## src/rtl/fbdiv_pkg.sv

```systemverilog
package fbdiv_pkg;
  localparam int PRE_N_DEF = 8;
  localparam int M_W_DEF   = 8;

  typedef enum logic {
    DIV_BY_N  = 1'b0,
    DIV_BY_N1 = 1'b1
  } psc_mode_e;
endpackage

```

## src/rtl/fbdiv_cfg.sv

```systemverilog
module fbdiv_cfg #(
  parameter int A_W = 3,
  parameter int M_W = 8
) (
  input  logic           clk,
  input  logic           rst,
  input  logic           load,
  input  logic [A_W-1:0] a_in,
  input  logic [M_W-1:0] m_in,
  output logic [A_W-1:0] act_a,
  output logic [M_W-1:0] act_m,
  output logic           act_bad
);
  logic bad_in;

  // illegal: swallow count above main count, or empty main count
  always_comb begin
    bad_in = (M_W'(a_in) > m_in) || (m_in == '0);
  end

  always_ff @(posedge clk) begin
    if (rst || load) begin
      act_a   <= a_in;
      act_m   <= m_in;
      act_bad <= bad_in;
    end
  end
endmodule

```

## src/rtl/fbdiv_presc.sv

```systemverilog
module fbdiv_presc
  import fbdiv_pkg::*;
#(
  parameter int PRE_N = 8
) (
  input  logic      clk,
  input  logic      rst,
  input  psc_mode_e mode,
  output logic      tc
);
  localparam int PW = $clog2(PRE_N + 1);

  logic [PW-1:0] pc;
  logic [PW-1:0] last;

  always_comb begin
    last = (mode == DIV_BY_N1) ? PW'(PRE_N) : PW'(PRE_N - 1);
    tc   = (pc == last);
  end

  always_ff @(posedge clk) begin
    if (rst || tc) pc <= '0;
    else           pc <= pc + PW'(1);
  end
endmodule

```

## src/rtl/fbdiv_ctr.sv

```systemverilog
module fbdiv_ctr
  import fbdiv_pkg::*;
#(
  parameter int A_W = 3,
  parameter int M_W = 8
) (
  input  logic           clk,
  input  logic           rst,
  input  logic           tc,
  input  logic [A_W-1:0] act_a,
  input  logic [M_W-1:0] act_m,
  output psc_mode_e      mode,
  output logic           cyc_end
);
  localparam int CW = M_W + 1;

  logic [M_W-1:0] mc;
  logic [CW-1:0]  mc_nxt;
  logic           mc_last;

  always_comb begin
    mc_nxt  = {1'b0, mc} + CW'(1);
    mc_last = (mc_nxt >= {1'b0, act_m});
    mode    = (M_W'(act_a) > mc) ? DIV_BY_N1 : DIV_BY_N;
    cyc_end = tc && mc_last;
  end

  always_ff @(posedge clk) begin
    if (rst || cyc_end) mc <= '0;
    else if (tc)        mc <= mc_nxt[M_W-1:0];
  end
endmodule

```

## src/rtl/fbdiv_top.sv

```systemverilog
module fbdiv_top
  import fbdiv_pkg::*;
#(
  parameter int PRE_N = fbdiv_pkg::PRE_N_DEF,
  parameter int M_W   = fbdiv_pkg::M_W_DEF,
  parameter int A_W   = $clog2(PRE_N)
) (
  input  logic           clk,
  input  logic           rst,
  input  logic [A_W-1:0] swallow_i,
  input  logic [M_W-1:0] main_i,
  output logic           fb_pulse_o,
  output logic           cfg_err_o
);
  logic [A_W-1:0] act_a_w;
  logic [M_W-1:0] act_m_w;
  logic           act_bad_w;
  psc_mode_e      mode_w;
  logic           pre_tc_w;
  logic           cyc_end_w;

  fbdiv_cfg #(.A_W(A_W), .M_W(M_W)) u_cfg (
    .clk     (clk),
    .rst     (rst),
    .load    (cyc_end_w),
    .a_in    (swallow_i),
    .m_in    (main_i),
    .act_a   (act_a_w),
    .act_m   (act_m_w),
    .act_bad (act_bad_w)
  );

  fbdiv_presc #(.PRE_N(PRE_N)) u_presc (
    .clk  (clk),
    .rst  (rst),
    .mode (mode_w),
    .tc   (pre_tc_w)
  );

  fbdiv_ctr #(.A_W(A_W), .M_W(M_W)) u_ctr (
    .clk     (clk),
    .rst     (rst),
    .tc      (pre_tc_w),
    .act_a   (act_a_w),
    .act_m   (act_m_w),
    .mode    (mode_w),
    .cyc_end (cyc_end_w)
  );

  always_ff @(posedge clk) begin
    if (rst) fb_pulse_o <= 1'b0;
    else     fb_pulse_o <= cyc_end_w && !act_bad_w;
  end

  assign cfg_err_o = act_bad_w;
endmodule

```

## config.mk

```make
export PLATFORM = sky130hd
export DESIGN_NAME = fbdiv_top
export DESIGN_NICKNAME = d
export VERILOG_FILES = /design/src/rtl/fbdiv_pkg.sv /design/src/rtl/fbdiv_cfg.sv /design/src/rtl/fbdiv_presc.sv /design/src/rtl/fbdiv_ctr.sv /design/src/rtl/fbdiv_top.sv
export SDC_FILE = /design/constraint.sdc
export NUM_CORES = 1
export LEC_CHECK = 0
export ABC_AREA = 1
export BUFFER_PORTS_ARGS = -buffer_cell sky130_fd_sc_hd__buf_2
export CORE_UTILIZATION = 28
export DETAILED_ROUTE_END_ITERATION = 10
export PLACE_DENSITY = 0.47
export SETUP_SLACK_MARGIN = 0.02
export SLEW_MARGIN = 5
export SYNTH_ARGS = -nofsm -noshare
export SYNTH_HDL_FRONTEND = slang
export SYNTH_HIERARCHICAL = 1
export SYNTH_SLANG_ARGS = --single-unit
```

## constraint.sdc

```tcl
create_clock -name clk -period 4.98 [get_ports clk]
set_clock_uncertainty 0.2 [all_clocks]
set_input_delay 0.996 -clock clk [delete_from_list [all_inputs] [get_ports clk]]
set_output_delay 0.996 -clock clk [all_outputs]
set_load 0.02 [all_outputs]
```

==> results of run 1 <==
## logic make-up (layout without fill, tap and decap cells)
logic type / Yosys count / after routing / share of synthesized area
AND/OR/NAND/NOR: 71 / 71 / 0.224
adder cells (fa/ha/maj): 16 / 16 / 0.139
flip-flops: 25 / 25 / 0.431
AO/OA/AOI/OAI: 14 / 14 / 0.0565
buffers and inverters: 38 / 55 / 0.0999
multiplexers: 1 / 1 / 0.00695
XOR/XNOR: 7 / 7 / 0.0426
## path summary, 6_finish.rpt
kind                  from        endpoint  slack [ns]  cells past startpoint
max reg2reg    u_ctr/mc[1]  u_cfg/act_a[0]        2.07                     13
min          u_presc/pc[0]   u_presc/pc[0]        0.29                      1
min reg2reg  u_presc/pc[0]   u_presc/pc[0]        0.29                      1
max            u_ctr/mc[1]  u_cfg/act_a[0]        2.07                     13
## synthesized netlist by cell type, types with 2 or more instances
library cell  instances  share of area
inv_2                 2         0.0052
a21oi_1               3          0.010
xnor2_1               2          0.012
nand3_1               6          0.021
ha_1                 16           0.14
o21ai_0               4          0.014
nand3_2               3          0.021
dfxtp_1              13           0.18
o21ai_1               3          0.010
nor2_1               19          0.050
inv_1                34          0.089
nor2_2                3          0.013
xor2_1                5          0.030
edfxtp_1             12           0.25
nand2_1              33          0.086
## worst max-delay path, cell delays in order (launching register included)
cell and delay, ns:
dfxtp_1 0.38, inv_1 0.08, ha_1 0.29, inv_1 0.04
o21bai_1 0.12, a21oi_1 0.08, a311oi_1 0.28, nand2_1 0.09
inv_1 0.06, nand3_1 0.09, nand2_1 0.22, nand2_1 0.12
inv_1 0.08, or2_1 0.43
## where the power goes
part	switching, mW	internal (mW)	leakage [nW]	total [mW]
Sequential	0.00518	0.226	0.222	0.231
Combinational	0.0225	0.0163	0.588	0.0389
Clock	0.0691	0.0561	0.0255	0.125
## final cells by class
cell class,count,area (µm²),share of cell area
Clock buffer,3,41.3,0.0252
Clock inverter,1,5.00,0.00306
Sequential cell,25,621,0.379
Multi-Input combinational cell,109,676,0.413
Timing Repair Buffer,14,70.1,0.0428
Inverter,37,139,0.0849
Tap cell,67,83.8,0.0513
## layer usage
metal  vias up  routed length [µm]  global-route usage
met3         4                  58              0.0219
met4         0                  49              0.0513
met1       483                1330               0.160
met5         -                   0                   0
li1        573                   -                   -
met2        15                1170               0.182
## state kept, by name, indices dropped and copies added (netlist names)
name	flops
u_presc/pc	4
u_cfg/act_bad	1
fb_pulse_o	1
u_ctr/mc	8
u_cfg/act_m	8
u_cfg/act_a	3
==> reports/metrics.cfg, run 1 <==
[floorplan]
die_w_um = 73.7
fp.coreArea_mm2 = 0.00485
die_h_um = 73.7
initial_core_util = 0.297
die_area_mm2 = 0.00543
rows = 25
ios = 15

[synth]
yosys_warnings = 6
async_flop_share = 0
synth.net_count = 201
syn_inst = 172
synth-edff-count = 12
synthFlopType = dfxtp_1
synth-seq-cells = 25
syn_avg_cell_area_um2 = 8.37
yosysSeqAreaShare = 0.431
synth.distinct_cells = 29
netlist_area_mm2 = 0.00144

[placed_design]
dp_hpwl_um = 2060
place_ws_ns = 2.02
place_congestion = 0.716
dp_cells = 252
placed_area_mm2 = 0.00159
port_buffers = 14

[worst_setup_path]
worstPathRequired_ns = 4.70
cp.arrival_ns = 2.63
cp-start-kind = register
endpoint_kind = register
cp_max_fo = 12
critPathKind = register to register

[layout]
final_cell_mix = 34 x inv_1, 33 x nand2_1, 19 x nor2_1
final_cell_count_no_fill = 256
drive_gt1_frac = 0.153
areaGrowthSynthToFinish_pct = 13.6
num-fill-cells = 514
nets = 219
fin_area_mm2 = 0.00164
final_common_cell = inv_1
final_util = 0.337
diodes = 0

[clock_tree]
cts_root_buf = clkbuf_8
clock-sinks = 25
clk_pin_slew_worst_paths_ns = 0.09
cts_made_buffers = 3
ctsResizeCount = 0
clk_latency_ns = 0.27
clockBufferDepth = 2
cts_hold_buf = 0
tritoncts = built
htreeDepth = 1
post_cts_buffers = 0

[timing]
setup_viol_count_final = 0
fin_crit_ns = 2.91
fin_setup_tns_ns = 0
setup_ws_ns = 2.07
fmax_mhz = 344
worst_slew_pin_slew_ns = 0.520
hold_slack_ns = 0.292
maxSlewHeadroom = 0.653
slew_viol_final = 0
rsz0062_at_grt = no
post-route-period-util = 0.584
finalHoldViolCount = 0

[detailed_routing]
first_pass_iters = 4
drc = 0
ant_nets = 0
initialDrtViolationCount = 24
vias = 1075
avgRoutedWirePerCell_um = 10.2
drt_wl_total_um = 2600
via_per_inst = 4.20

[power]
peakVddDrop_mv = 0.0786
p_leak_nw = 0.836
finalPower_mw = 0.395
power.density_mw_per_mm2 = 242

[global_routing]
grt_max_degree = 15
antenna_found_initial = 0
grt_pass1_wl_um = 4750
grt_pass1_vias = 1037
overflow = 0
grt_usage = 0.118

[hold_path]
holdCritPathClass = register to register

[outcome]
status = complete, no violations

[job]
maxCapViolCount = 0

No activity file was read; power rests on OpenSTA's default activity.
==> run 2: changes to the inputs <==
ABC_AREA = 0   (was 1)
clock period = 2.8 ns   (was 4.98 ns; I/O delays follow)
==> reports/metrics.cfg, run 2 <==
[synth]
synth.net_count = 175  ; -13%
synthFlopType = dfxtp_1
yosysTopAreaCell = edfxtp_1
syn_avg_cell_area_um2 = 10.3  ; +23%
synth.distinct_cells = 38  ; +31%
yosysSeqAreaShare = 0.412  ; -0.0186
synth-seq-cells = 25  ; unchanged
synth-edff-count = 12  ; unchanged
post-synth-top-count-cell = ha_1
syn_inst = 146  ; -15%
yosys-top-cells-count = 16 x ha_1, 15 x inv_1, 13 x dfxtp_1, 12 x edfxtp_1, 10 x a21oi_1
netlist_area_mm2 = 0.00151  ; +4.5%
yosys_warnings = 6  ; unchanged
synth_top_cell_area_share = 0.239  ; -0.0108
async_flop_share = 0  ; unchanged
synth_area_leaders = edfxtp_1 24%, dfxtp_1 17%, ha_1 13%, inv_1 3.7%, a21oi_1 3.3%

[global_routing]
grt_pass1_vias = 1165  ; +12%
overflow = 0  ; unchanged
grt_usage = 0.133  ; +0.0148
grt_max_degree = 19  ; +4
antenna_found_initial = 0  ; unchanged
grt_pass1_wl_um = 5560  ; +17%

[power]
p_switching_mw = 0.207  ; +110%
pwr-share-comb = 0.170  ; +0.072
p_sw_frac = 0.266  ; +0.0212
internal_power_mw = 0.572  ; +92%
p_leak_nw = 0.816  ; -2.5%
peakVddDrop_mv = 0.227  ; +190%
finalPower_mw = 0.779  ; +97%
power.density_mw_per_mm2 = 409  ; +69%
clkPwrFrac = 0.297  ; -0.020
seqPwrFrac = 0.533  ; -0.052

[placed_design]
dp_hpwl_um = 2460  ; +19%
placed_area_mm2 = 0.00171  ; +7.6%
place_congestion = 0.740  ; +3.3%
port_buffers = 14  ; unchanged

[timing]
fin_crit_ns = 2.78  ; -0.127 ns
maxSlewHeadroom = 0.762  ; +0.108
rsz0062_at_grt = yes
finalHoldViolCount = 0  ; unchanged
worst_slew_pin_slew_ns = 0.357  ; -0.163 ns
setup_viol_count_final = 0  ; unchanged
post-route-period-util = 0.992  ; +0.409
fin_setup_tns_ns = 0  ; unchanged
fmax_mhz = 360  ; +4.6%
slew_viol_final = 0  ; unchanged

[hold_path]
min_to = u_cfg/act_m[5]
holdCritPathClass = input port to register
hold_start = main_i[5]
hold_depth = 1  ; unchanged

[worst_setup_path]
worstPathRequired_ns = 2.59  ; -2.11 ns
cp.arrival_ns = 2.57  ; -0.06 ns
regToRegSetupSlack_ns = 0.02  ; -2.05 ns
endpoint_kind = register
timing.critical_path.buf_inv = 0  ; -4
slowest_delay_ns = 0.54  ; +0.11 ns
critPathKind = register to register
crit_family = simple AND/OR/NAND/NOR gates
cp-start-kind = register
crit_slowest_cell = or4_4
rr_worst_depth = 6  ; -7
cp_max_fo = 6  ; -6
r2r_start = u_ctr/mc[3]
cp_cell_sequence = or4_4 > nor4_4 > or3b_4 > o32ai_4 > a21boi_4 > or2_4
r2r-end = u_cfg/act_a[0]

[floorplan]
die_h_um = 75.3  ; +2.2%
ios = 15  ; unchanged
die_w_um = 75.3  ; +2.2%
fp.coreArea_mm2 = 0.00514  ; +6.0%
initial_core_util = 0.293  ; -0.00419
rows = 26  ; +4.0%
die_area_mm2 = 0.00567  ; +4.4%

[clock_tree]
clock-sinks = 25  ; unchanged
tritoncts = built
cts_hold_buf = 0  ; unchanged
htreeDepth = 1  ; unchanged
cts_made_buffers = 3  ; unchanged
clockBufferDepth = 2  ; unchanged
cts_root_buf = clkbuf_8
clk_latency_ns = 0.27  ; about the same
clk_pin_slew_worst_paths_ns = 0.10  ; about the same

[detailed_routing]
ant_nets = 0  ; unchanged
first_pass_iters = 4  ; unchanged
avgRoutedWirePerCell_um = 13.2  ; +30%
vias = 1156  ; +7.5%
drt_wl_total_um = 3300  ; +27%
via_per_inst = 4.62  ; +10%
drc = 0  ; unchanged
initialDrtViolationCount = 58  ; +140%

[layout]
final_cell_mix = 20 x buf_4, 15 x ha_1, 14 x buf_2, 14 x inv_1, 12 x edfxtp_1
final_common_cell = buf_4
areaGrowthSynthToFinish_pct = 26.4
fin_area_mm2 = 0.00190  ; +16%
nets = 210  ; -4.1%
largestRegisters = u_cfg/act_m (8), u_ctr/mc (8), u_presc/pc (4)
drive_gt1_frac = 0.378  ; +0.224
diodes = 0  ; unchanged

[job]
maxCapViolCount = 0  ; unchanged

[outcome]
status = complete, no violations

[run 2: area by class of cell]
type                    instances  area, µm²
well taps                      70       87.6
repair buffers                 35        231
inverters                      15       56.3
flip-flops and latches         25        637
clock inverters                 1       8.76
clock buffers                   3       41.3
multi-input cells             101        841
fillers                       549       3240
[run 2: cell families (layout without fill, tap and decap cells)]
family,after synthesis,count (layout),share of synthesized area
flops,25,25,0.412
buf+inv,21,54,0.0781
simple gates,54,55,0.216
compound gates,23,23,0.120
fa+ha+maj,16,16,0.133
xor+xnor,7,7,0.0407
[run 2: power groups by stage]
stage | combinational (mW) | sequential [mW] | clock, mW
6_report | 0.132 | 0.415 | 0.232
2_1_floorplan | 0.0929 | 0.420 | 0
3_5_place_dp | 0.124 | 0.427 | 0
4_1_cts | 0.133 | 0.417 | 0.240
3_3_place_gp | 0.119 | 0.425 | 0
5_1_grt | 0.151 | 0.418 | 0.256
[run 2: worst max path at each step]
| stage | slack, ns | from | depth (start not counted) | endpoint |
|---|---|---|---|---|
| floorplan | -0.15 | u_ctr/mc[3] | 8 | u_cfg/act_a[0] |
| global placement | -0.08 | u_ctr/mc[1] | 9 | u_cfg/act_m[1] |
| detailed placement | -0.13 | u_cfg/act_a[1] | 8 | u_cfg/act_a[2] |
| CTS | -0.004 | u_ctr/mc[5] | 6 | u_cfg/act_m[1] |
| global route | -0.10 | u_ctr/mc[3] | 8 | u_ctr/mc[2] |
| finish | 0.02 | u_ctr/mc[3] | 6 | u_cfg/act_a[0] |
[run 2: repair_timing]
item | 4_1_cts | 5_1_grt
gates resized for setup | 8 | 11
endpoints found under the setup margin | 20 | 20
pin swaps | 8 | 7
buffers inserted | 3 | 8
gates cloned | 1 | 0
[run 2: per-layer routing]
metal,GRT usage,share of wire,vias to the layer above
met1,0.172,0.48,536
met3,0.0278,0.025,2
li1,-,-,598
met2,0.227,0.49,20
met5,0,0,-
met4,0.0309,0.0070,0
[run 2: through the flow]
step | instances | worst slack [ns] | hold slack (ns) | utilization
3_3_place_gp | 234 | -0.0766 | 0.278 | 0.333
5_1_grt | 250 | -0.100 | 0.259 | 0.370
4_1_cts | 242 | -0.00397 | 0.267 | 0.352
6_report | 250 | 0.0210 | 0.275 | 0.370
2_1_floorplan | 146 | -0.152 | 0.264 | -
3_5_place_dp | 234 | -0.134 | 0.280 | 0.333
==> run 3: changes to the inputs <==
SYNTH_HIERARCHICAL = default   (was 1)
==> reports/metrics.cfg, run 3 <==
[layout]
largestRegisters = u_cfg.act_m (8), u_ctr.mc (8), u_presc.pc (4)
nets = 205  ; -2.4%
diodes = 0  ; unchanged
drive_gt1_frac = 0.291  ; -0.0863
final_cell_mix = 20 x inv_1, 15 x ha_1, 14 x a21oi_1, 14 x buf_2, 12 x edfxtp_1
fin_area_mm2 = 0.00179  ; -5.7%
areaGrowthSynthToFinish_pct = 24.2
final_common_cell = inv_1
final_util = 0.370  ; about the same

[detailed_routing]
avgRoutedWirePerCell_um = 12.9  ; -2.6%
drc = 0  ; unchanged
initialDrtViolationCount = 38  ; -34%
first_pass_iters = 4  ; unchanged
drt_wl_total_um = 3110  ; -5.7%
vias = 1134  ; -1.9%
ant_nets = 0  ; unchanged
via_per_inst = 4.69  ; +1.3%

[synth]
syn_avg_cell_area_um2 = 9.83  ; -4.6%
synth.net_count = 176  ; +0.57%
async_flop_share = 0  ; unchanged
synth_top_cell_area_share = 0.249  ; +0.00995
yosys-top-cells-count = 20 x inv_1, 16 x ha_1, 14 x a21oi_1, 13 x dfxtp_1, 12 x edfxtp_1
synth-edff-count = 12  ; unchanged
yosysSeqAreaShare = 0.429  ; +0.0171
synth_area_leaders = edfxtp_1 25%, dfxtp_1 18%, ha_1 14%, inv_1 5.2%, a21oi_1 4.8%
netlist_area_mm2 = 0.00145  ; -4.0%
post-synth-top-count-cell = inv_1
yosysTopAreaCell = edfxtp_1
synth.distinct_cells = 40  ; +5.3%
syn_inst = 147  ; +0.68%
synthFlopType = dfxtp_1
synth-seq-cells = 25  ; unchanged
yosys_warnings = 0  ; -6

[worst_setup_path]
critPathKind = register to register
regToRegSetupSlack_ns = 0.10  ; +0.08 ns
endpoint_kind = register
r2r_start = u_ctr.mc[1]
cp.arrival_ns = 2.49  ; -0.08 ns
rr_worst_depth = 11  ; +5
cp_max_fo = 6  ; unchanged
r2r-end = u_cfg.act_m[6]
worstPathRequired_ns = 2.59  ; about the same
cp-start-kind = register

[clock_tree]
clockBufferDepth = 2  ; unchanged
htreeDepth = 1  ; unchanged
cts_hold_buf = 0  ; unchanged
clk_latency_ns = 0.27  ; about the same
clk_pin_slew_worst_paths_ns = 0.09  ; about the same
cts_made_buffers = 3  ; unchanged
tritoncts = built
clock-sinks = 25  ; unchanged
cts_root_buf = clkbuf_8

[placed_design]
placed_area_mm2 = 0.00168  ; -1.5%
place_congestion = 0.768  ; +3.8%
port_buffers = 14  ; unchanged
dp_hpwl_um = 2320  ; -5.9%

[power]
clkPwrFrac = 0.314  ; +0.017
peakVddDrop_mv = 0.145  ; -36%
p_leak_nw = 0.731  ; -10%
internal_power_mw = 0.525  ; -8.2%
p_sw_frac = 0.236  ; -0.0305
pwr-share-comb = 0.095  ; -0.075
power.density_mw_per_mm2 = 383  ; -6.5%
seqPwrFrac = 0.592  ; +0.059
p_switching_mw = 0.162  ; -22%

[floorplan]
die_area_mm2 = 0.00545  ; -3.9%
rows = 25  ; -3.8%
die_w_um = 73.8  ; -2.0%
initial_core_util = 0.298  ; +0.00522
die_h_um = 73.8  ; -2.0%
fp.coreArea_mm2 = 0.00485  ; -5.7%
ios = 15  ; unchanged

[timing]
fin_setup_tns_ns = 0  ; unchanged
worst_slew_pin_slew_ns = 0.367  ; +0.00975 ns
hold_slack_ns = 0.269  ; -0.00592 ns
setup_viol_count_final = 0  ; unchanged
fin_crit_ns = 2.70  ; -0.0834 ns
fmax_mhz = 371  ; +3.1%
maxSlewHeadroom = 0.753  ; -0.00875
slew_viol_final = 0  ; unchanged
finalHoldViolCount = 0  ; unchanged
post-route-period-util = 0.963  ; -0.0298
rsz0062_at_grt = yes

[hold_path]
hold_depth = 1  ; unchanged
holdCritPathClass = register to register
hold_start = u_cfg.act_bad
min_to = fb_pulse_o

[global_routing]
overflow = 0  ; unchanged
grt_usage = 0.128  ; -0.00437
grt_max_degree = 21  ; +2
grt_pass1_wl_um = 5160  ; -7.2%
antenna_found_initial = 0  ; unchanged
grt_pass1_vias = 1125  ; -3.4%

[outcome]
status = complete, no violations

[job]
maxCapViolCount = 0  ; unchanged

-- run 3: critical path: stages, from the launching register on --
cell      delay [ns]
dfxtp_4         0.38
ha_4            0.15
nand3_2         0.08
or3_4           0.35
xnor2_1         0.14
ha_1            0.27
nand2_1         0.05
nor3_1          0.17
a21oi_1         0.10
o21a_2          0.14
or2_4           0.26
nand2b_4        0.12
-- run 3: power by group through the flow --
stage / logic (mW) / registers [mW] / clock network [mW]
floorplan: 0.0425 / 0.414 / 0
global placement: 0.0612 / 0.415 / 0
detailed placement: 0.0635 / 0.416 / 0
CTS: 0.0648 / 0.408 / 0.226
global route: 0.0749 / 0.408 / 0.242
finish: 0.0649 / 0.406 / 0.216
-- run 3: metal layers --
layer  up-vias  wire, µm  GRT usage
li1        580         -          -
met1       525      1400      0.150
met2        22      1560      0.215
met3         7        84     0.0288
met4         0        73     0.0748
met5         -         0          0
-- run 3: final cells by class --
class                           count  area (µm²)
Clock buffer                        3        41.3
Clock inverter                      1        5.00
Fill cell                         504        3050
Inverter                           20        75.1
Multi-Input combinational cell    101         810
Sequential cell                    25         627
Tap cell                           67        83.8
Timing Repair Buffer               25         153
-- run 3: logic make-up (layout without fill, tap and decap cells) --
logic type               count (synthesis)  after routing  synth area share
AO/OA/AOI/OAI                           28             28             0.126
flip-flops                              25             25             0.429
AND/OR/NAND/NOR                         47             48             0.187
buffers and inverters                   22             49            0.0571
multiplexers                             2              2            0.0199
XOR/XNOR                                 7              7            0.0424
adder cells (fa/ha/maj)                 16             16             0.139
-- run 3: per-stage QoR --
stage	total power [mW]	cells	setup WS (ns)
3_5_place_dp	0.480	234	0.00988
6_report	0.687	242	0.104
4_1_cts	0.698	239	0.0281
2_1_floorplan	0.456	147	0.0529
5_1_grt	0.725	242	-0.0179
3_3_place_gp	0.476	234	0.0623
-- run 3: how the worst max path moves through the flow --
stage,start,to,slack [ns],depth (start not counted)
finish,u_ctr.mc[1],u_cfg.act_m[6],0.10,11
global route,u_ctr.mc[0],u_cfg.act_a[1],-0.02,11
CTS,u_ctr.mc[1],u_cfg.act_m[6],0.03,11
detailed placement,u_ctr.mc[1],u_cfg.act_a[0],0.01,11
global placement,u_ctr.mc[1],u_cfg.act_m[1],0.06,11
floorplan,u_ctr.mc[0],u_cfg.act_a[0],0.05,11
-- run 3: repair_timing --
action | 4_1_cts | 5_1_grt
gates cloned | 1 | 0
pin swaps | 0 | 1
resized for setup | 1 | 7
endpoints found under the setup margin | 13 | 19
setup buffers | 0 | 3
